==> src/rtl/modcorr_pkg.sv <==
package modcorr_pkg;

    typedef enum logic [1:0] {
        AM_PLAIN   = 2'd0,
        AM_PREMOD  = 2'd1,
        AM_POSTMOD = 2'd2,
        AM_OFFSET  = 2'd3
    } amode_e;

    function automatic logic am_writes_back(amode_e m);
        return (m == AM_PREMOD) || (m == AM_POSTMOD);
    endfunction

endpackage

==> src/rtl/modcorr_cfg.sv <==
module modcorr_cfg #(
    parameter int W = 16
) (
    input  logic         clk,
    input  logic         rst,
    input  logic         we,
    input  logic         en_d,
    input  logic [W-1:0] lo_d,
    input  logic [W-1:0] hi_d,
    output logic         en_q,
    output logic [W-1:0] lo_q,
    output logic [W-1:0] hi_q
);
    typedef struct packed {
        logic         en;
        logic [W-1:0] lo;
        logic [W-1:0] hi;
    } cfg_t;

    cfg_t cfg_r;

    always_ff @(posedge clk) begin
        if (rst) begin
            cfg_r <= '0;
        end else if (we) begin
            cfg_r <= '{en: en_d, lo: lo_d, hi: hi_d};
        end
    end

    assign en_q = cfg_r.en;
    assign lo_q = cfg_r.lo;
    assign hi_q = cfg_r.hi;
endmodule

==> src/rtl/modcorr_wrap.sv <==
module modcorr_wrap #(
    parameter int W = 16
) (
    input  logic         active,
    input  logic         dir_neg,
    input  logic [W-1:0] cand,
    input  logic [W-1:0] lo,
    input  logic [W-1:0] hi,
    output logic [W-1:0] fixed
);
    localparam logic [W-1:0] ONE = W'(1);

    logic [W-1:0] span;
    logic         over_hi;
    logic         under_lo;

    always_comb begin
        span     = hi - lo + ONE;
        over_hi  = !dir_neg && (cand > hi);
        under_lo = dir_neg && (cand < lo);
        if (active && over_hi) begin
            fixed = cand - span;
        end else if (active && under_lo) begin
            fixed = cand + span;
        end else begin
            fixed = cand;
        end
    end
endmodule

==> src/rtl/modcorr_sel.sv <==
module modcorr_sel
    import modcorr_pkg::*;
#(
    parameter int W = 16
) (
    input  logic         clk,
    input  logic         rst,
    input  amode_e       mode,
    input  logic [W-1:0] ptr_old,
    input  logic [W-1:0] fixed,
    output logic [W-1:0] ea_q,
    output logic         wb_en_q,
    output logic [W-1:0] wb_val_q
);
    typedef struct packed {
        logic [W-1:0] ea;
        logic         wb_en;
        logic [W-1:0] wb_val;
    } res_t;

    res_t nxt, cur;

    always_comb begin
        nxt.wb_en = am_writes_back(mode);
        unique case (mode)
            AM_PREMOD:  nxt.ea = fixed;
            AM_OFFSET:  nxt.ea = fixed;
            default:    nxt.ea = ptr_old;
        endcase
        nxt.wb_val = nxt.wb_en ? fixed : ptr_old;
    end

    always_ff @(posedge clk) begin
        if (rst) cur <= '0;
        else     cur <= nxt;
    end

    assign ea_q     = cur.ea;
    assign wb_en_q  = cur.wb_en;
    assign wb_val_q = cur.wb_val;
endmodule

==> src/rtl/modcorr_top.sv <==
module modcorr_top
    import modcorr_pkg::*;
#(
    parameter int ADDR_W = 16
) (
    input  logic              clk,
    input  logic              rst,
    input  logic              cfg_we_i,
    input  logic              cfg_en_i,
    input  logic [ADDR_W-1:0] cfg_start_i,
    input  logic [ADDR_W-1:0] cfg_end_i,
    input  logic [ADDR_W-1:0] cand_i,
    input  logic [ADDR_W-1:0] ptr_old_i,
    input  logic              dir_neg_i,
    input  logic [1:0]        mode_i,
    input  logic              path_wr_i,
    input  logic              brev_inh_i,
    output logic [ADDR_W-1:0] ea_o,
    output logic              wb_en_o,
    output logic [ADDR_W-1:0] wb_val_o
);
    logic              cfg_en_q;
    logic [ADDR_W-1:0] cfg_lo_q;
    logic [ADDR_W-1:0] cfg_hi_q;
    logic [ADDR_W-1:0] fixed;
    logic              wrap_active;

    modcorr_cfg #(.W(ADDR_W)) u_cfg (
        .clk  (clk),
        .rst  (rst),
        .we   (cfg_we_i),
        .en_d (cfg_en_i),
        .lo_d (cfg_start_i),
        .hi_d (cfg_end_i),
        .en_q (cfg_en_q),
        .lo_q (cfg_lo_q),
        .hi_q (cfg_hi_q)
    );

    assign wrap_active = cfg_en_q && !(path_wr_i && brev_inh_i);

    modcorr_wrap #(.W(ADDR_W)) u_wrap (
        .active  (wrap_active),
        .dir_neg (dir_neg_i),
        .cand    (cand_i),
        .lo      (cfg_lo_q),
        .hi      (cfg_hi_q),
        .fixed   (fixed)
    );

    modcorr_sel #(.W(ADDR_W)) u_sel (
        .clk      (clk),
        .rst      (rst),
        .mode     (amode_e'(mode_i)),
        .ptr_old  (ptr_old_i),
        .fixed    (fixed),
        .ea_q     (ea_o),
        .wb_en_q  (wb_en_o),
        .wb_val_q (wb_val_o)
    );
endmodule

==> config.mk <==
export PLATFORM = sky130hd
export DESIGN_NAME = modcorr_top
export DESIGN_NICKNAME = d
export VERILOG_FILES = /design/src/rtl/modcorr_pkg.sv /design/src/rtl/modcorr_cfg.sv /design/src/rtl/modcorr_wrap.sv /design/src/rtl/modcorr_sel.sv /design/src/rtl/modcorr_top.sv
export SDC_FILE = /design/constraint.sdc
export NUM_CORES = 1
export LEC_CHECK = 0
export ABC_AREA = 1
export BUFFER_PORTS_ARGS = -buffer_cell sky130_fd_sc_hd__clkbuf_2
export CAP_MARGIN = 20
export CORE_ASPECT_RATIO = 0.8
export CORE_MARGIN = 3
export CORE_UTILIZATION = 63
export CTS_CLUSTER_DIAMETER = 60
export DETAILED_ROUTE_END_ITERATION = 6
export PLACE_DENSITY = 0.89
export SLEW_MARGIN = 20
export SYNTH_ARGS = -nofsm -noshare
export SYNTH_HDL_FRONTEND = slang
export SYNTH_SLANG_ARGS = --single-unit
==> constraint.sdc <==
create_clock -name clk -period 9.8 [get_ports clk]
set_input_delay 0.49 -clock clk [delete_from_list [all_inputs] [get_ports clk]]
set_output_delay 0.49 -clock clk [all_outputs]
set_load 0.02 [all_outputs]
==> results.json <==
{
  "status": "finished clean",
  "die_w_um": 118,
  "drt_iter0_drc": 495,
  "worstPathMaxFanout": 6,
  "power_per_cell_area_nw_per_um2": 194,
  "cp-start-kind": "register",
  "setup_viol": 0,
  "track_usage_pct": 29.4,
  "use_met3_pct": 7.30,
  "grt.busiest_layer": "met2",
  "worst_r2r_path_depth": 25,
  "comb_power_share_pct": 53.1,
  "cts_hold_buf": 0,
  "ys_seq_elements": 66,
  "ant_nets": 0,
  "p_leak_nw": 3.94,
  "clock_latency_ps": 340,
  "routedWlPerCell_um": 14.2,
  "tns_ps": 0,
  "path_depth": 25,
  "grt_use_met1_pct": 37.9,
  "diodes": 0,
  "ys_top_cells_by_count": "nand2_1, inv_1, a21oi_1",
  "vias": 6383,
  "die_y_um": 95.4,
  "ys_warn_count": 0,
  "n_fill_cell": 777,
  "intPower_w": 0.000772,
  "io_pins": 106,
  "slowest_stage": "fa_1",
  "cp.required_ps": 10040,
  "grt_max_degree": 49,
  "layout.nets": 1191,
  "swShare_pct": 44.0,
  "post-route-min-period_ps": 4020,
  "wl_um": 16500,
  "cpPeakStageDelay_ps": 390,
  "ff2ff_setup_slack_ps": 5780,
  "htree_levels": 3,
  "crit_path_end": "u_sel.ea_q[14]",
  "drv_cap": 0,
  "rr_endpoint": "u_sel.ea_q[14]",
  "drc_errors": 0,
  "synthesis.area_um2": 6300,
  "cp-startpoint": "u_cfg.hi_q[1]",
  "cts.sinks": 66,
  "finalWeightedCongestion": 0.981,
  "hp-class": "input pin to register",
  "dieArea_um2": 11200,
  "cts_tree": "done",
  "syn_to_final_growth_pct": 13.1,
  "fmax_mhz": 249,
  "slew_headroom_pct": 41.4,
  "antenna_found_initial": 0,
  "period_share_pct": 41.0,
  "drive_gt1_share_pct": 16.8,
  "synth-edff-count": 0,
  "grt-ovfl-total": 0,
  "grt_use_met2_pct": 49.6,
  "critPathBufInv": 6,
  "clk_pin_slew_ps": 50,
  "power_w": 0.00138,
  "yosysSeqAreaShare_pct": 21.0,
  "crit_family": "simple AND/OR/NAND/NOR gates",
  "syn_nets": 1103,
  "syn_avg_cell_area_um2": 6.75,
  "p_clk_share_pct": 25.2,
  "dr.pass1.iters": 6,
  "cpMostUsedCell": "nand2_1",
  "arrival_ps": 4260,
  "portBuffers": 105,
  "endpoint_kind": "register",
  "cts_inserted_buffers": 9,
  "synth_cells": 933,
  "grt_pass1_wl_um": 27000,
  "synthArstFlopShare_pct": 0,
  "post-cts-setup-buffer-count": 0,
  "path_class": "register to register",
  "seq_power_share_pct": 21.7,
  "hold_viol_final": 0,
  "core_um2": 9390,
  "start_util_pct": 67.1,
  "cts_root_buf": "clkbuf_16",
  "post_cts_resized": 0,
  "routed_via_density": 5.51,
  "synth-main-ff-cell": "dfxtp_1",
  "p_switching_w": 0.000607,
  "tightest_slew_ps": 878,
  "rsz0062_at_grt": "no",
  "fin_worst_skew_ps": 8.82,
  "dp_hpwl_um": 13200,
  "reg2reg_from": "u_cfg.hi_q[1]",
  "first_global_vias": 5888,
  "synth_top_area_share_pct": 21.0,
  "rows": 31,
  "synthDistinctLibCells": 46,
  "finalMaxSlewViolations": 0,
  "yosys.area.top_type": "dfxtp_1",
  "vdd_ir_drop_max_mv": 0.137,
  "clockBufferDepth": 2,
  "synth_area_leaders": "dfxtp_1, ha_1, nand2_1",
  "yosysMostFrequentCell": "nand2_1"
}
[metal layers]
metal	up-vias	routed length (µm)
met2	274	7390
met3	31	1380
met4	0	290
met1	2864	7420
li1	3214	-
met5	-	0
[state kept, by name, summed over array words and instances (netlist names)]
name and flops:
u_sel.wb_en_q 1, u_cfg.lo_q 16, u_cfg.hi_q 16, u_sel.wb_val_q 16, u_sel.ea_q 16, u_cfg.en_q 1
[final cells by class]
type                       count  area [µm²]  share of cell area [%]
sequential                    66        1320                    18.6
timing repair buffer         107         541                    7.59
multi-input combinational    670        4150                    58.3
tap                          132         165                    2.32
inverter                     167         627                    8.80
clock inverter                 2        60.1                   0.843
clock buffer                  14         254                    3.57
[per-stage QoR]
stage	std cells	setup slack (ps)	cell area (µm²)	utilization [%]	hold WS, ps
after global placement	1142	5910	6810	72.5	472
after floorplan	933	6490	6300	-	451
after detailed placement	1142	5940	6810	72.5	479
final	1158	5780	7120	75.9	385
after global routing	1158	5500	7120	75.9	407
after CTS	1158	5900	7120	75.9	378
[cell usage in the layout (no fill, tap or decap), types with 12 or more instances in the layout]
| cell type | n |
|---|---|
| nand2_1 | 190 |
| nand4_1 | 34 |
| nor2_1 | 53 |
| inv_1 | 151 |
| dfxtp_1 | 66 |
| ha_1 | 94 |
| nand3_2 | 12 |
| xor2_1 | 24 |
| nand3_1 | 50 |
| inv_2 | 15 |
| o21ai_0 | 43 |
| clkbuf_2 | 105 |
| a21oi_1 | 101 |
[worst reg2reg max path, cell delays in order, from the launching register on]
cell	delay, ps
dfxtp_1	300
inv_1	60
ha_1	280
inv_1	40
ha_1	210
fa_1	390
nand2_1	100
nand2_1	80
nand3b_1	80
nand2_1	120
inv_1	80
o21bai_1	110
nand2_1	90
nand3_1	90
xnor2_1	210
inv_1	90
ha_1	380
inv_1	120
nor3_1	350
nand3_1	220
nand3_1	140
nand2_1	60
nand2_1	80
nand4_1	100
nand2_1	80
inv_1	30
[power groups by stage]
stage	Clock [W]	Combinational (W)	Sequential [W]
floorplan	0	0.000531	0.000320
global placement	0	0.000696	0.000304
detailed placement	0	0.000703	0.000305
CTS	0.000351	0.000710	0.000299
global route	0.000361	0.000819	0.000301
finish	0.000347	0.000732	0.000299
[worst min path at each step]
| stage | start | to | depth (start not counted) |
|---|---|---|---|
| final | cfg_en_i | u_cfg.en_q | 3 |
| after global routing | cfg_en_i | u_cfg.en_q | 3 |
| after CTS | cfg_en_i | u_cfg.en_q | 3 |
| after detailed placement | u_cfg.hi_q[11] | u_cfg.hi_q[11] | 2 |
| after global placement | u_cfg.hi_q[12] | u_cfg.hi_q[12] | 2 |
| after floorplan | u_cfg.hi_q[8] | u_cfg.hi_q[8] | 2 |
[logic make-up after synthesis]
kind of cell,Yosys count,share of synthesized area (%)
flip-flops,66,21.0
adder cells (fa/ha/maj),97,19.6
AND/OR/NAND/NOR,367,26.9
buffers and inverters,197,13.1
AO/OA/AOI/OAI,178,15.6
XOR/XNOR,28,3.89
Power figures use the tool's default switching activity.
